`config.mk`:
```
export PLATFORM = sky130hd
export DESIGN_NAME = cmp_timer
export DESIGN_NICKNAME = d
export VERILOG_FILES = /design/src/rtl/tmr_pkg.sv /design/src/rtl/tmr_shadow.sv /design/src/rtl/tmr_cmp_out.sv /design/src/rtl/cmp_timer.sv
export SDC_FILE = /design/constraint.sdc
export NUM_CORES = 1
export LEC_CHECK = 0
export ABC_AREA = 0
export BUFFER_PORTS_ARGS = -buffer_cell sky130_fd_sc_hd__buf_2
export CORE_MARGIN = 2
export CORE_UTILIZATION = 40
export DETAILED_ROUTE_END_ITERATION = 8
export MAX_ROUTING_LAYER = met4
export PLACE_DENSITY = 0.59
export SETUP_SLACK_MARGIN = 0.5
export SYNTH_ARGS = -nofsm -noshare
export SYNTH_HDL_FRONTEND = slang
export SYNTH_SLANG_ARGS = --single-unit
```
`constraint.sdc`:
```
create_clock -name clk -period 8.2 [get_ports clk]
set_clock_uncertainty 0.1 [all_clocks]
set_input_delay 0.82 -clock clk [delete_from_list [all_inputs] [get_ports clk]]
set_output_delay 0.82 -clock clk [all_outputs]
set_load 0.05 [all_outputs]
```
`src/rtl/tmr_pkg.sv`:
```
package tmr_pkg;

    typedef enum logic [1:0] {
        MODE_NONE     = 2'd0,
        MODE_ONESHOT  = 2'd1,
        MODE_PERIODIC = 2'd2,
        MODE_OTHER    = 2'd3
    } tmr_mode_e;

    // Pin action: value applied at start / behaviour at timeout
    typedef enum logic [2:0] {
        ACT_OFF     = 3'd0,
        ACT_TGL     = 3'd1,
        ACT_CLR     = 3'd2,
        ACT_SET     = 3'd3,
        ACT_SET_TGL = 3'd4,
        ACT_CLR_TGL = 3'd5,
        ACT_SET_CLR = 3'd6,
        ACT_CLR_SET = 3'd7
    } cmp_act_e;

endpackage

```
`src/rtl/tmr_shadow.sv`:
```
// Active value plus a pending copy that waits for an apply event.
module tmr_shadow #(
    parameter int unsigned W = 32
) (
    input  logic         clk,
    input  logic         rst_n,
    input  logic         wr_i,
    input  logic [W-1:0] wdata_i,
    input  logic         defer_i,
    input  logic         apply_i,
    output logic [W-1:0] act_o,
    output logic [W-1:0] nxt_o
);

    typedef struct packed {
        logic [W-1:0] act;
        logic [W-1:0] pend;
        logic         pend_vld;
    } shadow_t;

    shadow_t d, q;

    always_comb begin
        d = q;
        if (apply_i && q.pend_vld) begin
            d.act      = q.pend;
            d.pend_vld = 1'b0;
        end
        if (wr_i) begin
            if (defer_i) begin
                d.pend     = wdata_i;
                d.pend_vld = 1'b1;
            end else begin
                d.act      = wdata_i;
                d.pend_vld = 1'b0;
            end
        end
    end

    always_ff @(posedge clk or negedge rst_n) begin
        if (!rst_n) q <= '0;
        else        q <= d;
    end

    assign act_o = q.act;
    assign nxt_o = d.act;

endmodule

```
`src/rtl/tmr_cmp_out.sv`:
```
// Compare pin: forced on start, updated on timeout per action code.
module tmr_cmp_out
    import tmr_pkg::*;
(
    input  logic       clk,
    input  logic       rst_n,
    input  logic       start_i,
    input  logic       tmo_i,
    input  logic [2:0] act_i,
    output logic       cmp_o
);

    logic     pin_d, pin_q;
    cmp_act_e act;

    assign act = cmp_act_e'(act_i);

    always_comb begin
        pin_d = pin_q;
        if (start_i) begin
            unique case (act)
                ACT_SET_TGL, ACT_SET_CLR: pin_d = 1'b1;
                ACT_CLR_TGL, ACT_CLR_SET: pin_d = 1'b0;
                default:                  pin_d = pin_q;
            endcase
        end else if (tmo_i) begin
            unique case (act)
                ACT_TGL, ACT_SET_TGL, ACT_CLR_TGL: pin_d = ~pin_q;
                ACT_CLR, ACT_SET_CLR:              pin_d = 1'b0;
                ACT_SET, ACT_CLR_SET:              pin_d = 1'b1;
                default:                           pin_d = pin_q;
            endcase
        end
    end

    always_ff @(posedge clk or negedge rst_n) begin
        if (!rst_n) pin_q <= 1'b0;
        else        pin_q <= pin_d;
    end

    assign cmp_o = pin_q;

endmodule

```
`src/rtl/cmp_timer.sv`:
```
module cmp_timer
    import tmr_pkg::*;
#(
    parameter int unsigned CNT_W = 32
) (
    input  logic             clk,
    input  logic             rst_n,
    input  logic             enable_i,
    input  logic [1:0]       mode_i,
    input  logic             count_up_i,
    input  logic [2:0]       cmp_act_i,
    input  logic [CNT_W-1:0] load_val_i,
    input  logic             load_wr_i,
    input  logic             load_defer_i,
    input  logic [CNT_W-1:0] match_val_i,
    input  logic             match_wr_i,
    input  logic             match_defer_i,
    input  logic             wait_trig_i,
    input  logic             chain_trig_i,
    input  logic             tmo_irq_mask_i,
    input  logic             match_irq_en_i,
    output logic [CNT_W-1:0] count_o,
    output logic             cmp_o,
    output logic             tmo_irq_o,
    output logic             match_irq_o,
    output logic             tmo_trig_o
);

    localparam logic [CNT_W-1:0] ONE = CNT_W'(1);

    typedef struct packed {
        logic [CNT_W-1:0] count;
        logic             run;
        logic             wait_trig;
        logic             en_prev;
        logic             tmo_trig;
        logic             tmo_irq;
        logic             match_irq;
    } state_t;

    state_t d, q;

    tmr_mode_e        mode;
    logic             mode_ok, oneshot;
    logic             start, counting, tmo_hit, match_hit;
    logic             load_defer_eff, load_now, apply;
    logic [CNT_W-1:0] load_act, load_nxt, match_act, match_nxt;
    logic             running, waiting;

    assign mode    = tmr_mode_e'(mode_i);
    assign mode_ok = (mode == MODE_ONESHOT) || (mode == MODE_PERIODIC);
    assign oneshot = (mode == MODE_ONESHOT);

    assign start    = enable_i && !q.en_prev && mode_ok;
    assign counting = enable_i && q.run && !q.wait_trig && mode_ok;
    assign tmo_hit  = counting &&
                      (count_up_i ? (q.count == load_act) : (q.count == '0));
    assign match_hit = counting && (q.count == match_act);
    assign apply     = start || tmo_hit;

    // Deferral of the load value only matters when counting down
    assign load_defer_eff = load_defer_i && !count_up_i;
    assign load_now       = load_wr_i && !load_defer_eff && !count_up_i;

    tmr_shadow #(.W(CNT_W)) u_load_shadow (
        .clk     (clk),
        .rst_n   (rst_n),
        .wr_i    (load_wr_i),
        .wdata_i (load_val_i),
        .defer_i (load_defer_eff),
        .apply_i (apply),
        .act_o   (load_act),
        .nxt_o   (load_nxt)
    );

    tmr_shadow #(.W(CNT_W)) u_match_shadow (
        .clk     (clk),
        .rst_n   (rst_n),
        .wr_i    (match_wr_i),
        .wdata_i (match_val_i),
        .defer_i (match_defer_i),
        .apply_i (apply),
        .act_o   (match_act),
        .nxt_o   (match_nxt)
    );

    tmr_cmp_out u_cmp (
        .clk     (clk),
        .rst_n   (rst_n),
        .start_i (start),
        .tmo_i   (tmo_hit),
        .act_i   (cmp_act_i),
        .cmp_o   (cmp_o)
    );

    always_comb begin
        d           = q;
        d.en_prev   = enable_i;
        d.tmo_trig  = tmo_hit;
        d.tmo_irq   = tmo_hit && !tmo_irq_mask_i;
        d.match_irq = match_hit && match_irq_en_i;

        if (!enable_i) begin
            d.run       = 1'b0;
            d.wait_trig = 1'b0;
        end else if (start) begin
            d.run       = 1'b1;
            d.wait_trig = wait_trig_i;
            d.count     = count_up_i ? '0 : load_nxt;
        end else if (q.run) begin
            if (tmo_hit) begin
                if (oneshot) d.run   = 1'b0;
                else         d.count = count_up_i ? '0 : load_nxt;
            end else if (load_now) begin
                d.count = load_val_i;
            end else if (counting) begin
                d.count = count_up_i ? q.count + ONE : q.count - ONE;
            end
            if (q.wait_trig && chain_trig_i) d.wait_trig = 1'b0;
        end
    end

    always_ff @(posedge clk or negedge rst_n) begin
        if (!rst_n) q <= '0;
        else        q <= d;
    end

    assign count_o     = q.count;
    assign tmo_irq_o   = q.tmo_irq;
    assign match_irq_o = q.match_irq;
    assign tmo_trig_o  = q.tmo_trig;
    assign running     = q.run;
    assign waiting     = q.wait_trig;

    logic unused_ok;
    assign unused_ok = ^match_nxt;

endmodule

```
==> results of run 1 <==
## area by class of cell
type / instances / area share
sequential: 169 / 0.373
clock inverter: 9 / 0.00805
timing repair buffer: 126 / 0.0583
multi-input combinational: 771 / 0.480
clock buffer: 22 / 0.0400
inverter: 14 / 0.00463
tap: 330 / 0.0364
## cells by family (layout without fill, tap and decap cells)
group | Yosys count | in the layout
DFF | 169 | 169
xor gates and xnor gates | 83 | 83
buffers and inverters | 94 | 171
muxes | 139 | 139
adders and majority gates | 32 | 32
and+or+nand+nor | 278 | 278
AOI/OAI and AO/OA | 239 | 239
## synth_stat cells, drive strengths merged (2+ instances only)
master	n	area [um^2]
o22ai	2	12.5
nor4	17	106
o21a	7	52.6
a31oi	8	50.1
a21boi	3	22.5
inv	14	52.6
nand2	108	405
a22o	2	17.5
o21ai	101	517
or4	2	15.0
nor3	26	130
a21o	9	68.8
clkbuf	25	93.8
a21oi	43	219
nand2b	11	68.8
a211oi	7	52.6
mux2i	76	761
o311ai	2	17.5
nand3	16	80.1
and2	2	12.5
o211ai	3	22.5
nor2	61	234
buf	55	399
o31ai	8	65.1
xnor2	52	455
a2111oi	6	77.6
a32oi	3	26.3
nand4	13	81.3
ha	31	388
o41ai	2	17.5
a221oi	2	17.5
and3	4	25.0
a221o	14	140
o32a	2	20.0
or3	6	38.8
o31a	2	17.5
nor2b	8	50.1
xor2	31	272
a22oi	6	45.0
dfrtp	169	4230
mux2	63	709
## worst paths after layout
check,startpoint,cells past startpoint,end
max,mode_i[0],12,count_o[25]
min reg2reg,u_match_shadow.q[27],1,u_match_shadow.q[27]
min,rst_n,1,tmo_irq_o
max in group asynchronous,rst_n,2,u_match_shadow.act_o[9]
min in group clk,u_match_shadow.q[27],1,u_match_shadow.q[27]
max reg2reg,count_o[31],10,count_o[25]
## flip-flops by register name (all words and copies together) (netlist names), 32 cells and up
register	count
u_load_shadow.act_o	32
count_o	32
u_match_shadow.act_o	32
u_match_shadow.q	33
u_load_shadow.q	33
## power breakdown
group / internal, W / switching (W) / total, W
combinational: 0.000650 / 0.00104 / 0.00169
clock: 0.000427 / 0.000351 / 0.000778
sequential: 0.00101 / 0.000335 / 0.00134
total: 0.00208 / 0.00173 / 0.00381
## stage by stage
step           worst slack, ps  hold WS [ps]   util  total power, W  instances
3_3_place_gp              3960           362  0.430         0.00302       1410
3_5_place_dp              3850           370  0.430         0.00303       1410
6_report                  4290           391  0.452         0.00381       1441
5_1_grt                   3950           421  0.452         0.00402       1441
2_1_floorplan             4400           349      -         0.00259       1034
4_1_cts                   4300           406  0.452         0.00381       1441
## routing by layer
metal	vias up	global-route usage	share of wire
met5	-	-	0
met1	3973	0.329	0.47
met2	268	0.346	0.45
met4	0	0.0666	0.021
met3	40	0.0364	0.061
li1	3839	-	-
## critical path: stages
cell	delay, ps
buf_2	100
ha_1	300
and4bb_2	410
nand3_1	120
nor4_1	230
a41o_1	450
nand2b_1	160
buf_4	290
nand2_1	230
nor2_2	730
a22o_1	240
a21o_1	80
==> flow_summary_export.csv, run 1 <==
group,metric,value,unit
power,cellLeakagePower,5.23,nW
worst_hold_path,min_path_type,"input pin to asynchronous set/reset pin",
yosys,synth_nets,1147,
cts,postCtsSetupRepairBufs,0,
cts,cts_tree,"yes",
final_layout,num-nets-final,1212,
floorplan,num_io_pins,117,
yosys,synthDistinctLibCells,67,
global_route,grt_antenna_before_repair,0,
setup_path,endpoint_kind,"flip-flop",
drt,ant_nets,0,
floorplan,die_area,0.0268,mm^2
drt,avgViaCountPerCell,5.63,
cts,clk_pin_slew_worst_paths,70,ps
drt,drc,0,
power,ir_drop,0.000200,V
global_route,grt_max_degree,98,
setup_path,critPathRequiredTime,8470,ps
cts,cts_sinks,169,
placement,gp_congestion,0.899,
sta,relSlewSlack,0.206,
setup_path,crit_type,"input pin to flip-flop",
yosys,syn_area_per_cell,9.88,um^2
drt,routedWlPerCell,20.6,um
floorplan,coreArea,0.0251,mm^2
sta,layout_min_cycle_time,3910,ps
cts,cts_hold_buf,0,
floorplan,start_util,0.407,
final_layout,layout-drive-gt1-share,0.211,
final_layout,finalInstanceArea,0.0114,mm^2
yosys,ys_warn_count,0,
final_layout,syn_to_final_growth,11.2,%
floorplan,rows,58,
cts,htreeDepth,4,
global_route,first_global_vias,7891,
floorplan,die_w,164,um
sta,fmax,255,MHz
yosys,yosys.area_share.adder,0.0399,
job,drv_cap,0,
yosys,synth_compound_gate_area_share,0.152,
yosys,yosysSeqAreaShare,0.414,
drt,vias,8120,
run_status,status,"finished clean",
yosys,synth-xor-area-share,0.0712,
sta,min_period_over_period,0.477,
drt,drt_wl_total,29700,um
sta,tightestPinTransition,1190,ps
cts,cts_resized,0,
yosys,ys.flop_type,"dfrtp_1",
final_layout,multi_input_area,0.00545,mm^2
sta,rsz0062_at_grt,"false",
yosys,synthCells,1034,
yosys,synth_simple_gate_area_frac,0.126,
sta,finalSetupTns,0,ps
placement,portBuffers,116,
drt,drt-initial-drc-count,684,
placement,hpwl,21300,um
yosys,muxShareOfSynthArea,0.144,
setup_path,cp_max_fo,20,
cts,numCtsBuffers,17,
global_route,grt.total_usage,0.232,
final_layout,final_cell_mix,"dfrtp_1, buf_2, nand2_1, o21ai_0, mux2i_1",
setup_path,reg2reg_slack,4390,ps
global_route,grt_pass1_wl,46100,um
power,p_per_area,336,mW/mm^2
yosys,synth_top_family_by_area,"compound AO/OA/AOI/OAI gates",
drt,drtPass1Iterations,6,
final_layout,final_common_cell,"dfrtp_1",
sta,slew_viol_final,0,
cts,root_buffer,"clkbuf_16",
final_layout,fillers,2502,
setup_path,startpoint_type,"input pin",
yosys,synth_edf_count,0,
final_layout,seq_area,0.00423,mm^2
floorplan,fp.dieH,164,um
yosys,syn_area,0.0102,mm^2
yosys,ys_ff_latch,169,
cts,worstSkewPairLatency,430,ps
global_route,grt.overflow.total,0,
placement,placed_area,0.0108,mm^2
sta,setup_viol_count_final,0,
final_layout,diodes,0,
cts,clock_path_buffers,2,
yosys,async_flop_share,1.00,
setup_path,worstPathArrival,4190,ps
sta,hold_viol_final,0,
Note: power is estimated with default switching activity, not from simulation.
==> run 2, diff against run 1 <==
Clock period 8.2 ns to 4 ns, I/O delays scaled along.
==> run 2 against run 1 <==
Compared with the run above:
- the run now ends with hold timing left
- core utilization rose by 0.79 points
- die area unchanged
- combinational power increased by 110%
- sequential power up 100%
- final cell count increased by 1.2%
- clock power is 110% higher
- power increased by 110%
- flip-flop and latch count stayed put
- largest cell class unchanged
==> flow_summary_export.csv, run 2 (synthesized netlist as in run 1, its figures left out) <==
group,metric,value,unit
setup_path,r2r-end,"count_o[12]",
sta,timing.hold.ws,-56.0,ps
final_layout,diodes,0,
sta,tightestPinTransition,1180,ps
drt,ant_nets,0,
final_layout,num-nets-final,1229,
cts,numCtsBuffers,17,
power,ir_drop,0.000307,V
global_route,grt.total_usage,0.231,
placement,pre_cts_ws,461,ps
setup_path,reg2reg_slack,710,ps
placement,hpwl,21800,um
floorplan,start_util,0.407,
setup_path,critPathRequiredTime,4220,ps
placement,placed_cells,1426,
floorplan,die_area,0.0268,mm^2
setup_path,worstPathArrival,3510,ps
final_layout,largest_registers,"u_load_shadow.q: 33 flops, u_match_shadow.q: 33 flops",
setup_path,endpoint_kind,"flip-flop",
power,p_sw,0.00358,W
worst_hold_path,min_path_type,"input pin to asynchronous set/reset pin",
run_status,violations,"hold timing",
final_layout,fillers,2487,
placement,gp_congestion,0.881,
final_layout,layout-drive-gt1-share,0.226,
floorplan,fp.dieH,164,um
drt,routedWlPerCell,20.3,um
drt,drt_wl_total,29600,um
sta,min_period_over_period,0.822,
cts,htreeDepth,4,
final_layout,fin_cells,1458,
cts,cts_sinks,169,
global_route,grt_pass1_wl,45400,um
sta,layout_min_cycle_time,3290,ps
cts,cts_tree,"yes",
drt,drc,0,
cts,worstSkewPairLatency,440,ps
final_layout,final_common_cell,"dfrtp_1",
global_route,grt.overflow.total,0,
job,drv_cap,0,
sta,finalSetupTns,0,ps
setup_path,r2r-start,"count_o[4]",
sta,hold_viol_final,27,
cts,clock_path_buffers,2,
setup_path,startpoint_type,"flip-flop",
sta,rsz0062_at_grt,"true",
sta,fin_ws,711,ps
floorplan,coreArea,0.0251,mm^2
sta,setup_viol_count_final,0,
cts,postCtsSetupRepairBufs,0,
placement,portBuffers,116,
power,cellLeakagePower,5.35,nW
setup_path,cp_max_fo,16,
setup_path,reg2reg_depth,9,
drt,vias,8123,
power,swShare,0.452,
sta,fmax,304,MHz
global_route,grt_max_degree,99,
drt,avgViaCountPerCell,5.57,
setup_path,startpoint,"count_o[4]",
final_layout,final_cell_mix,"dfrtp_1, buf_2, nand2_1, o21ai_0, mux2i_1",
cts,clk_pin_slew_worst_paths,70,ps
cts,root_buffer,"clkbuf_16",
power,p_per_area,686,mW/mm^2
final_layout,syn_to_final_growth,13.1,%
sta,slew_viol_final,0,
sta,relSlewSlack,0.212,
run_status,status,"finished, violations left",
global_route,first_global_vias,7623,
global_route,grt_antenna_before_repair,0,
floorplan,rows,58,
floorplan,die_w,164,um
power,power.internal,0.00434,W
setup_path,crit_type,"flip-flop to flip-flop",
power,comb_power_share,0.448,
drt,drtPass1Iterations,7,
floorplan,num_io_pins,117,
power,p_clk_frac,0.211,
drt,drt-initial-drc-count,653,
power,power_frac_seq,0.341,
-- run 2: cell count changes in the layout (fill, tap and decap cells not counted), moves of 2 or more --
| cell | change |
|---|---|
| buf_12 | +2 |
| buf_4 | +14 |
| clkbuf_1 | -4 |
| clkbuf_8 | +2 |
| clkinv_4 | +2 |
| clkinvlp_4 | -3 |
-- run 2: routing by layer --
layer | global-route usage | vias up | wire [um]
li1 | - | 3880 | -
met1 | 0.332 | 3974 | 14100
met2 | 0.345 | 245 | 13400
met3 | 0.0432 | 24 | 1720
met4 | 0.0439 | 0 | 353
met5 | - | - | 0
-- run 2: how the worst max path moves through the flow --
stage                       end  slack (ps)
finish              count_o[12]         710
global route        count_o[31]         470
detailed placement  count_o[12]         460
floorplan           count_o[28]         620
global placement    count_o[12]         530
CTS                 count_o[12]         550
-- run 2: power by group through the flow --
stage,Clock [W],Sequential [W],Combinational [W]
3_5_place_dp,0,0.00273,0.00351
3_3_place_gp,0,0.00272,0.00349
5_1_grt,0.00176,0.00275,0.00386
2_1_floorplan,0,0.00243,0.00288
6_report,0.00167,0.00270,0.00355
4_1_cts,0.00169,0.00270,0.00353
-- run 2: cell type report --
type	instances	area [um^2]	share of cell area
Clock buffer	20	467	0.0404
Clock inverter	11	111	0.00964
Inverter	14	52.6	0.00455
Multi-Input combinational cell	771	5460	0.473
Sequential cell	169	4230	0.366
Tap cell	330	413	0.0357
Timing Repair Buffer	143	817	0.0707
-- run 2: per-stage QoR --
stage	util	power [W]	hold WS (ps)	instance area (um^2)
after floorplan	-	0.00531	4.41	10200
after global placement	0.436	0.00621	363	11000
after detailed placement	0.436	0.00624	376	11000
after CTS	0.460	0.00792	3.64	11500
after global routing	0.460	0.00837	23.9	11500
final	0.460	0.00792	-56.0	11500
-- run 2: what timing repair did --
action	in CTS	in global routing
gates resized for setup	0	2
endpoints found under the hold margin	1	0
hold buffers	1	0
setup endpoints to repair	0	8
-- run 2: worst max-delay path: stages, from the launching register on --
cell and delay (ps):
dfrtp_1 510, xnor2_1 350, nand4_1 190, nor4_1 300, a41o_2 370, a21o_1 210
o21a_1 430, buf_4 310, a2111oi_0 100, a221o_1 290
==> run 3, diff against run 2 <==
Clock period 4 ns to 3.15 ns, I/O delays scaled along.
==> run 3 against run 2 <==
Compared with the run above:
- the flow now finishes without violations
- design area up 20%
- worst hold slack better by 63 ps
- first-iteration DRC count up 2.8%
- power up 49%
- count of clock-buffer cells in the layout is 3 lower
- critical path depth increased by 1
- critical path type unchanged
- largest power group unchanged
==> flow_summary_export.csv, run 3 (synthesized netlist as in run 1, its figures left out) <==
group,metric,value,unit
run_status,status,"finished clean",
placement,gp_congestion,0.937,
drt,avgViaCountPerCell,5.57,
drt,drt_wl_total,34200,um
cts,cts_sinks,169,
worst_hold_path,hold-path-cell-count,3,
drt,drt-initial-drc-count,671,
placement,pre_cts_ws,-95.0,ps
sta,layout_min_cycle_time,2880,ps
final_layout,final_cell_mix,"dfrtp_1, buf_2, buf_4, nand2_1, o21ai_0",
global_route,grt.total_usage,0.264,
global_route,grt_pass1_wl,51400,um
final_layout,num-nets-final,1382,
sta,min_period_over_period,0.913,
drt,routedWlPerCell,21.2,um
power,cellLeakagePower,6.28,nW
setup_path,startpoint,"count_o[15]",
placement,portBuffers,116,
drt,vias,8972,
final_layout,fillers,2252,
floorplan,die_area,0.0268,mm^2
sta,relSlewSlack,0.512,
cts,clock_path_buffers,2,
setup_path,slowest_stage,"dfrtp_2",
floorplan,rows,58,
setup_path,cp-endpoint,"count_o[26]",
drt,ant_nets,0,
cts,htreeDepth,4,
drt,drtPass1Iterations,5,
sta,hold_viol_final,0,
cts,worstSkewPairLatency,460,ps
floorplan,num_io_pins,117,
sta,slew_viol_final,0,
final_layout,syn_to_final_growth,35.5,%
final_layout,largest_registers,"u_load_shadow.q: 33 flops, u_match_shadow.q: 33 flops",
floorplan,die_w,164,um
sta,tightestPinTransition,731,ps
global_route,grt.overflow.total,0,
sta,fin_ws,273,ps
power,totalPowerFinal,0.0118,W
power,ir_drop,0.000418,V
cts,numCtsBuffers,17,
setup_path,crit_path_cell_trace,"ha_4 -> a211o_1 -> a2111oi_4 -> o31ai_2 -> nand2_1 -> a21bo_4 -> a21oi_2 -> mux2i_1 -> a21oi_1 -> a221o_1",
cts,clk_pin_slew_worst_paths,70,ps
floorplan,coreArea,0.0251,mm^2
sta,rsz0062_at_grt,"true",
setup_path,worstPathArrival,3110,ps
global_route,first_global_vias,8816,
floorplan,fp.dieH,164,um
floorplan,start_util,0.407,
setup_path,endpoint_kind,"flip-flop",
sta,fmax,348,MHz
global_route,grt_max_degree,77,
setup_path,reg2reg_slack,270,ps
drt,drc,0,
job,drv_cap,0,
placement,hpwl,24300,um
setup_path,cp_max_fo,4,
setup_path,r2r-end,"count_o[26]",
sta,setup_viol_count_final,0,
worst_hold_path,min_path_type,"input pin to flip-flop",
setup_path,startpoint_type,"flip-flop",
final_layout,diodes,0,
setup_path,r2r-start,"count_o[15]",
setup_path,slowest_delay,440,ps
global_route,grt_antenna_before_repair,0,
cts,cts_tree,"yes",
setup_path,reg2reg_depth,10,
setup_path,crit_type,"flip-flop to flip-flop",
cts,root_buffer,"clkbuf_16",
final_layout,final_common_cell,"dfrtp_1",
setup_path,critPathRequiredTime,3380,ps
power,p_per_area,853,mW/mm^2
final_layout,layout-drive-gt1-share,0.384,
==> run 3: cell count changes in the layout (fill, tap and decap cells not counted), moves of 18 or more <==
cell           before  now
dlygate4sd3_1       1   35
o21ai_1             3   21
o21ai_0            97   74
buf_4              24  112
ha_1               31   13
==> run 3: worst min path at each step <==
stage                               start                        to
after detailed placement            rst_n  u_match_shadow.act_o[17]
after global routing      match_val_i[16]  u_match_shadow.act_o[16]
after global placement              rst_n      u_match_shadow.q[27]
after CTS                  load_val_i[22]   u_load_shadow.act_o[22]
final                     match_val_i[29]  u_match_shadow.act_o[29]
after floorplan                     rst_n                count_o[0]
==> run 3: cell type report <==
class                      instances  area [um^2]  share of cell area
clock buffer                      17          425              0.0307
clock inverter                    15          176              0.0128
inverter                          14         68.8             0.00497
multi-input combinational        771         6190               0.447
sequential                       169         4250               0.307
tap                              330          413              0.0298
timing repair buffer             296         2310               0.167
==> run 3: per-layer routing <==
| layer | vias to the layer above | track usage | wire (um) |
|---|---|---|---|
| met5 | - | - | 0 |
| met3 | 58 | 0.0455 | 1910 |
| li1 | 4180 | - | - |
| met4 | 0 | 0.0953 | 1030 |
| met2 | 284 | 0.413 | 16200 |
| met1 | 4450 | 0.346 | 15000 |
==> run 3: power breakdown <==
| part | switching (W) | internal [W] | total [W] |
|---|---|---|---|
| clock | 0.00109 | 0.00107 | 0.00216 |
| sequential | 0.000565 | 0.00264 | 0.00321 |
| combinational | 0.00365 | 0.00279 | 0.00644 |
| total | 0.00530 | 0.00650 | 0.0118 |
==> run 3: worst max-delay path, delay by kind of cell (launching register included) <==
family | cells | cell delay (ps)
multiplexers | 1 | 250
AND/OR/NAND/NOR | 1 | 70
adder cells (fa/ha/maj) | 1 | 250
flip-flops | 1 | 440
AO/OA/AOI/OAI | 7 | 1650
==> run 3: through the flow <==
stage / hold slack [ps] / cell area [um^2] / TNS (ps) / utilization / cells
after floorplan: -80.6 / 10300 / 0 / - / 1034
after global placement: 313 / 11600 / -34.0 / 0.463 / 1490
after detailed placement: 307 / 11600 / -128 / 0.463 / 1490
after CTS: 2.68 / 13300 / 0 / 0.531 / 1596
after global routing: 14.9 / 13800 / 0 / 0.551 / 1612
final: 7.07 / 13800 / 0 / 0.551 / 1612
==> run 3: what timing repair did <==
| action | 4_1_cts | 5_1_grt |
|---|---|---|
| setup buffers | 38 | 15 |
| endpoints found under the hold margin | 114 | 0 |
| resized for setup | 100 | 86 |
| pin swaps | 48 | 46 |
| cloned | 1 | 1 |
| hold buffers | 35 | 0 |
| setup endpoints to repair | 74 | 80 |
